==> config.mk <==
export PLATFORM = sky130hd
export DESIGN_NAME = pw_cmpsel
export DESIGN_NICKNAME = d
export VERILOG_FILES = /design/src/rtl/pw_pkg.sv /design/src/rtl/pw_lane_eq.sv /design/src/rtl/pw_cond_file.sv /design/src/rtl/pw_lane_sel.sv /design/src/rtl/pw_cmpsel.sv
export SDC_FILE = /design/constraint.sdc
export NUM_CORES = 1
export LEC_CHECK = 0
export BUFFER_PORTS_ARGS = -buffer_cell sky130_fd_sc_hd__buf_2
export CAP_MARGIN = 5
export CORE_MARGIN = 2
export CORE_UTILIZATION = 40
export DETAILED_ROUTE_END_ITERATION = 10
export PLACE_DENSITY_LB_ADDON = 0.1
export SYNTH_ARGS = -nofsm -noshare
export SYNTH_HDL_FRONTEND = slang
export SYNTH_SLANG_ARGS = --single-unit
==> constraint.sdc <==
create_clock -name clk -period 2.28 [get_ports clk]
set_clock_uncertainty 0.2 [all_clocks]
set_input_delay 0.456 -clock clk [delete_from_list [all_inputs] [get_ports clk]]
set_output_delay 0.456 -clock clk [all_outputs]
set_load 0.02 [all_outputs]
==> src/rtl/pw_pkg.sv <==
package pw_pkg;
  localparam int WORD_W = 32;
  localparam int LANES  = 2;
  localparam int CODE_W = LANES + 2;
  localparam int FIELDS = 8;
  localparam int FIDX_W = $clog2(FIELDS);
  localparam int DATA_W = WORD_W * LANES;
  localparam int CREG_W = CODE_W * FIELDS;

  typedef enum logic [1:0] {
    OP_IDLE = 2'b00,
    OP_CMP  = 2'b01,
    OP_SEL  = 2'b10,
    OP_RSV  = 2'b11
  } op_e;

  // lane flags on top (high lane first), then their OR, then their AND
  function automatic logic [CODE_W-1:0] pack_code(input logic [LANES-1:0] eq);
    return {eq, |eq, &eq};
  endfunction
endpackage

==> src/rtl/pw_lane_eq.sv <==
module pw_lane_eq #(
  parameter int WORD_W = 32,
  parameter int LANES  = 2
) (
  input  logic [WORD_W*LANES-1:0] a,
  input  logic [WORD_W*LANES-1:0] b,
  output logic [LANES-1:0]        eq
);
  for (genvar l = 0; l < LANES; l++) begin : g_lane
    assign eq[l] = (a[l*WORD_W +: WORD_W] == b[l*WORD_W +: WORD_W]);
  end
endmodule

==> src/rtl/pw_cond_file.sv <==
module pw_cond_file #(
  parameter int CODE_W = 4,
  parameter int FIELDS = 8,
  localparam int FIDX_W = $clog2(FIELDS),
  localparam int CREG_W = CODE_W * FIELDS
) (
  input  logic              clk,
  input  logic              rst_n,
  input  logic              wr_en,
  input  logic [FIDX_W-1:0] wr_idx,
  input  logic [CODE_W-1:0] wr_code,
  input  logic [FIDX_W-1:0] rd_idx,
  output logic [CODE_W-1:0] rd_code,
  output logic [CREG_W-1:0] creg
);
  logic [CODE_W-1:0] fld_q [FIELDS];

  for (genvar f = 0; f < FIELDS; f++) begin : g_fld
    always_ff @(posedge clk or negedge rst_n) begin
      if (!rst_n)
        fld_q[f] <= '0;
      else if (wr_en && wr_idx == FIDX_W'(f))
        fld_q[f] <= wr_code;
    end
    // field 0 lands in the most significant nibble
    assign creg[(FIELDS-1-f)*CODE_W +: CODE_W] = fld_q[f];
  end

  assign rd_code = fld_q[rd_idx];
endmodule

==> src/rtl/pw_lane_sel.sv <==
module pw_lane_sel #(
  parameter int WORD_W = 32,
  parameter int LANES  = 2
) (
  input  logic [WORD_W*LANES-1:0] a,
  input  logic [WORD_W*LANES-1:0] b,
  input  logic [LANES-1:0]        pick_a,
  output logic [WORD_W*LANES-1:0] y
);
  for (genvar l = 0; l < LANES; l++) begin : g_lane
    assign y[l*WORD_W +: WORD_W] = pick_a[l] ? a[l*WORD_W +: WORD_W]
                                             : b[l*WORD_W +: WORD_W];
  end
endmodule

==> src/rtl/pw_cmpsel.sv <==
module pw_cmpsel
  import pw_pkg::*;
(
  input  logic              clk,
  input  logic              rst_n,
  input  logic              in_valid,
  input  logic [1:0]        opcode,
  input  logic [DATA_W-1:0] op_a,
  input  logic [DATA_W-1:0] op_b,
  input  logic [FIDX_W-1:0] dst_field,
  input  logic [FIDX_W-1:0] src_field,
  output logic              out_valid,
  output logic [DATA_W-1:0] result,
  output logic [CREG_W-1:0] cond_reg
);
  // named internal events
  logic              fire_cmp;
  logic              fire_sel;
  logic [LANES-1:0]  lane_eq;
  logic [CODE_W-1:0] cmp_code;
  logic [CODE_W-1:0] src_code;
  logic [LANES-1:0]  pick_a;
  logic [DATA_W-1:0] sel_word;
  logic [DATA_W-1:0] result_q;
  logic              valid_q;

  assign fire_cmp = in_valid && (op_e'(opcode) == OP_CMP);
  assign fire_sel = in_valid && (op_e'(opcode) == OP_SEL);

  pw_lane_eq #(.WORD_W(WORD_W), .LANES(LANES)) u_eq (
    .a (op_a),
    .b (op_b),
    .eq(lane_eq)
  );

  assign cmp_code = pack_code(lane_eq);

  pw_cond_file #(.CODE_W(CODE_W), .FIELDS(FIELDS)) u_cr (
    .clk    (clk),
    .rst_n  (rst_n),
    .wr_en  (fire_cmp),
    .wr_idx (dst_field),
    .wr_code(cmp_code),
    .rd_idx (src_field),
    .rd_code(src_code),
    .creg   (cond_reg)
  );

  // lane flags sit in the top LANES bits of a code
  assign pick_a = src_code[CODE_W-1 -: LANES];

  pw_lane_sel #(.WORD_W(WORD_W), .LANES(LANES)) u_sel (
    .a     (op_a),
    .b     (op_b),
    .pick_a(pick_a),
    .y     (sel_word)
  );

  always_ff @(posedge clk or negedge rst_n) begin
    if (!rst_n) begin
      result_q <= '0;
      valid_q  <= 1'b0;
    end else begin
      valid_q <= in_valid;
      if (fire_cmp)
        result_q <= DATA_W'(cmp_code);
      else if (fire_sel)
        result_q <= sel_word;
    end
  end

  assign result    = result_q;
  assign out_valid = valid_q;
endmodule

==> metrics.txt, run 1 <==
Root Buffer clkbuf_16; Buffers on Ports 235; CTS max path bufs 2; largest net degree at the start of global routing 98; vias in the first global route 4260; critical path's top delay family multiplexers; Post-synth EDFFs 0; RSZ-0062 raised after global routing no; Tmin final 2200 ps; Cell Pwr Density 645 mW/mm^2; Static Leakage 4.03 nW; H-tree Lvls 3; startpoint types flop; 1st-pass router iterations 6; Net Sw Frac 0.290; Layout fillers 1201; layout cells sized above 1 0.417; Synth Area per Inst 10.9 sq um; Pwr Total 0.00448 W; worst hold slack 45.2 ps; Die Span Y 117 microns; Nets 858; Final setup viols 0; Via Count 4405; WL/cell 16.0 microns; Synth area leaders dfrtp_1 48%, mux2i_1 13%, xor2_1 11%; syn_nets 609; Syn Inst Count 470; Final Core Density 0.555; area grow syn2layout 36.1%; Iteration-0 DRC Markers 191; cell taking the most area after synthesis dfrtp_1; clk slew on worst S/H paths 70 ps; combinational fraction of design power 0.205; CTS buffer count 9; status completed; max-slew violation count 0; die area 0.0137 sq mm; ANT nets after route 0; dpl cell area 0.00663 sq mm; VDD IR max 0.279 mV; Clk pwr share 0.360; Worst EP required 2300 ps; chip width 117 microns; Yosys top cell area share 0.475; internal power 0.00318 W; GRT overflow 0; Max-Cap Viols 0; CP max stage cell mux4_1; count leader, synth dfrtp_1; Ports 236; initial antenna violation count 0; Net Sw Power 0.00130 W; row count 41; Worst Path Max Fanout 15; hpwl dp 11200 microns; GP Congestion 0.816; FMAX 455 MHz; worst slew pin tran 533 ps; Starting Density 0.408; Ant. Diodes 0; Distinct cells, synth 26; crit path cell chain mux4_1 > mux2i_4 > buf_12 > buf_12 > mux2i_1 > o21ai_1; Top FF cell, synth dfrtp_1; register area share after synthesis 0.475; Tcrit/Tclk final 0.963; post_cts resized 0; Arr. time, crit path 2220 ps; Synth top cells by count 97 x dfrtp_1, 73 x nand2_1, 64 x mux2i_1, 64 x xor2_1, 61 x o21ai_1; cell area after layout 0.00695 sq mm; worst hold path class in2reg; core area 0.0125 sq mm; CTS tree built; hold buffers post-CTS 1; Hold Fails Final Rpt 0; first-pass GRT wire length 21900 microns; via/cell ratio 4.92; post-CTS setup buffer count 0; #FFs+latches synth 97; Synth async-reset ratio 1.00; register share of total power 0.435; critical path class reg2reg; Netlist Area Pre-Place 0.00511 sq mm; CTS Sinks 97; CP peak stage delay 560 ps; CP Capture Type flop; gr usage total 0.210; Slew HR 0.644; most frequent CP cell buf_12; DRC violations left 0; warnings from Yosys 0; WP buf/inv 2; Clock Latency Late Sink 340 ps; routed wire length 14400 microns
## cell families after synthesis
logic type,count (synthesis),synth area share
compound gates,77,0.0784
buf+inv,26,0.0326
mux,92,0.203
flops,97,0.475
simple gates,114,0.100
xor+xnor,64,0.110
## placed cells by master (no fill, tap or decap)
cell | netlist | routed
dfrtp_1 | 97 | 97
clkinvlp_4 | 0 | 1
o31ai_1 | 2 | 2
buf_4 | 0 | 19
xor2_1 | 64 | 64
nor2_1 | 7 | 6
nor3b_1 | 2 | 2
o21ai_1 | 61 | 61
nand3b_1 | 2 | 2
mux4_1 | 4 | 4
inv_1 | 3 | 3
or2_2 | 2 | 2
a22oi_1 | 2 | 2
dlygate4sd3_1 | 0 | 1
nor2_4 | 0 | 1
o21ai_0 | 11 | 11
mux2_2 | 22 | 22
nand2_1 | 73 | 73
clkbuf_16 | 0 | 9
buf_12 | 0 | 7
buf_2 | 1 | 234
nor4_1 | 16 | 16
nor2b_1 | 1 | 1
bufinv_16 | 0 | 2
nand3_1 | 6 | 6
nand4_1 | 4 | 4
mux2i_4 | 2 | 2
and3b_1 | 1 | 1
clkbuf_1 | 15 | 1
a221o_1 | 1 | 1
mux2i_1 | 64 | 64
clkinv_2 | 0 | 3
## per-stage QoR
step / TNS [ps] / worst slack, ps / instances
3_3_place_gp: -4620 / -188 / 879
4_1_cts: 0 / 25.6 / 896
6_report: 0 / 83.6 / 896
3_5_place_dp: -8190 / -239 / 879
5_1_grt: 0 / 12.1 / 896
2_1_floorplan: 0 / 128 / 470
## worst reg2reg max path: stages, from the launching register on
cell and delay, ps:
dfrtp_1 420, mux4_1 560, mux2i_4 200, buf_12 160
buf_12 160, mux2i_1 280, o21ai_1 90
## worst paths after layout
path                                            from                        to  slack [ps]  cells past startpoint
min reg2reg                 u_cr.creg[8]$_DFFE_PN0P_  u_cr.creg[8]$_DFFE_PN0P_         280                      2
max reg2reg                u_cr.creg[22]$_DFFE_PN0P_     result[3]$_DFFE_PN0P_          80                      6
max in group asynchronous                      rst_n    result[55]$_DFFE_PN0P_         960                      3
min                                         in_valid       out_valid$_DFF_PN0_          50                      1
max                        u_cr.creg[22]$_DFFE_PN0P_     result[3]$_DFFE_PN0P_          80                      6
min in group asynchronous                      rst_n    result[58]$_DFFE_PN0P_         500                      3
## layer usage
layer | global-route usage | routed length [microns]
met3 | 0.0474 | 1050
met4 | 0.0737 | 221
met5 | 0 | 0
met1 | 0.272 | 6330
met2 | 0.350 | 6750
## area by class of cell
type / count / area, sq um / share of cell area
flip-flops and latches: 97 / 2430 / 0.349
clock inverters: 6 / 82.6 / 0.0119
inverters: 3 / 11.3 / 0.00162
clock buffers: 10 / 229 / 0.0329
multi-input cells: 347 / 2520 / 0.363
repair buffers: 261 / 1460 / 0.211
well taps: 172 / 215 / 0.0310
## power groups by stage
stage / Sequential (W) / Combinational [W] / Clock [W]
after floorplan: 0.00217 / 0.000264 / 0
after global placement: 0.00197 / 0.000918 / 0
after detailed placement: 0.00198 / 0.000927 / 0
after CTS: 0.00195 / 0.000930 / 0.00165
after global routing: 0.00197 / 0.00101 / 0.00172
final: 0.00195 / 0.000917 / 0.00161
## flip-flops by register name, summed over array words and instances, names as in the netlist
register and count:
out_valid 1, result 64, u_cr.creg 32
Note: power is estimated with default switching activity, not from simulation.
==> run 2, diff against run 1 <==
--- a/config.mk
+++ b/config.mk
@@ -13,4 +13,5 @@
 export PLACE_DENSITY_LB_ADDON = 0.1
 export SYNTH_ARGS = -nofsm -noshare
 export SYNTH_HDL_FRONTEND = slang
+export SYNTH_HIERARCHICAL = 1
 export SYNTH_SLANG_ARGS = --single-unit
==> metrics.txt, run 2 <==
via/cell ratio 5.11; ANT nets after route 0; DRC violations left 0; die area 0.0150 sq mm; # placed instances 818; WL/cell 18.6 microns; Final Core Density 0.534; hpwl dp 11600 microns; DP Worst Slack -378 ps; Pwr Total 0.00452 W; CTS max path bufs 2; Final setup viols 0; Slew HR 0.286; Static Leakage 3.93 nW; worst hold path class in2reg; Arr. time, crit path 2280 ps; Tmin final 2260 ps; status completed; Syn Inst Count 393; Worst Path Max Fanout 14; Nets 792; row count 43; GRT overflow 0; startpoint types flop; Starting Density 0.407; Ports 236; RSZ-0062 raised after global routing yes; critical path class reg2reg; core area 0.0138 sq mm; most frequent cells in the layout 234 x buf_2, 97 x dfrtp_1, 64 x xor2_1; largest net degree at the start of global routing 65; 1st-pass router iterations 4; CP Capture Type flop; Worst EP required 2300 ps; clk slew on worst S/H paths 60 ps; CTS Sinks 97; VDD IR max 0.371 mV; first-pass GRT wire length 23600 microns; Cell Pwr Density 613 mW/mm^2; setup ws final 19.8 ps; most common cell after layout, fill and taps aside buf_2; Netlist Area Pre-Place 0.00563 sq mm; CTS buffer count 9; FMAX 442 MHz; Buffers on Ports 235; max-slew violation count 0; Via Count 4281; setup TNS 0 ps; Layout fillers 1245; initial antenna violation count 1; worst slew pin tran 1070 ps; warnings from Yosys 6; Tcrit/Tclk final 0.991; H-tree Lvls 3; gr usage total 0.206; Synth Area per Inst 14.3 sq um; syn_nets 532; chip width 123 microns; routed wire length 15600 microns; vias in the first global route 4400; Hold Fails Final Rpt 0; area grow syn2layout 31.0%; layout cells sized above 1 0.604; final std cells w/o fill 838; Max-Cap Viols 0; GP Congestion 0.775; Die Span Y 123 microns; Iteration-0 DRC Markers 199; Largest register FFs 64; Clock Latency Late Sink 340 ps; CTS tree built; Root Buffer clkbuf_16
-- run 2: metrics by stage --
stage | area (sq um) | hold slack (ps)
2_1_floorplan | 5630 | -39.6
3_3_place_gp | 7010 | 189
3_5_place_dp | 7010 | 185
4_1_cts | 7330 | 160
5_1_grt | 7370 | 176
6_report | 7380 | 180
-- run 2: repair_timing --
action | 4_1_cts | 5_1_grt
endpoints found under the setup margin | 16 | 51
setup buffers | 0 | 1
gates resized for setup | 2 | 3
hold buffers | 1 | 0
cloned | 0 | 2
pin swaps | 0 | 2
endpoints found under the hold margin | 21 | 0
-- run 2: path summary, 6_finish.rpt --
path | startpoint | endpoint | slack [ps] | cells after the start
setup / recovery | u_cr/creg[2]$_DFFE_PN0P_ | result[10]$_DFFE_PN0P_ | 20 | 5
hold / removal | in_valid | out_valid$_DFF_PN0_ | 180 | 2
setup reg to reg | u_cr/creg[2]$_DFFE_PN0P_ | result[10]$_DFFE_PN0P_ | 20 | 5
hold reg to reg | result[18]$_DFFE_PN0P_ | result[18]$_DFFE_PN0P_ | 300 | 1
max in group asynchronous | rst_n | u_cr/creg[26]$_DFFE_PN0P_ | 960 | 3
min in group asynchronous | rst_n | result[25]$_DFFE_PN0P_ | 360 | 2
-- run 2: power breakdown --
part           switching [W]  internal (W)  total (W)
clock               0.000663      0.000957    0.00162
combinational       0.000531      0.000433   0.000964
sequential         0.0000785       0.00186    0.00194
total                0.00127       0.00325    0.00452
-- run 2: layer usage --
layer | vias to the layer above | GRT usage | share of wire
met5 | - | 0 | 0
met1 | 2111 | 0.273 | 0.44
met3 | 18 | 0.0572 | 0.082
li1 | 1996 | - | -
met4 | 0 | 0.0654 | 0.015
met2 | 156 | 0.328 | 0.47
-- run 2: cell type report --
| cell class | instances | area (sq um) | area share |
|---|---|---|---|
| clock inverters | 5 | 81.3 | 0.0110 |
| multi-input cells | 272 | 2870 | 0.388 |
| repair buffers | 272 | 1540 | 0.209 |
| inverters | 1 | 3.75 | 0.000509 |
| clock buffers | 10 | 229 | 0.0310 |
| diodes | 1 | 2.50 | 0.000339 |
| well taps | 180 | 225 | 0.0305 |
| flip-flops and latches | 97 | 2430 | 0.329 |
-- run 2: critical path, cell delays in order (launching register included) --
cell and delay (ps):
dfrtp_1 410, mux4_2 470, mux2_4 360, buf_12 190, mux2_4 300, a22o_1 210
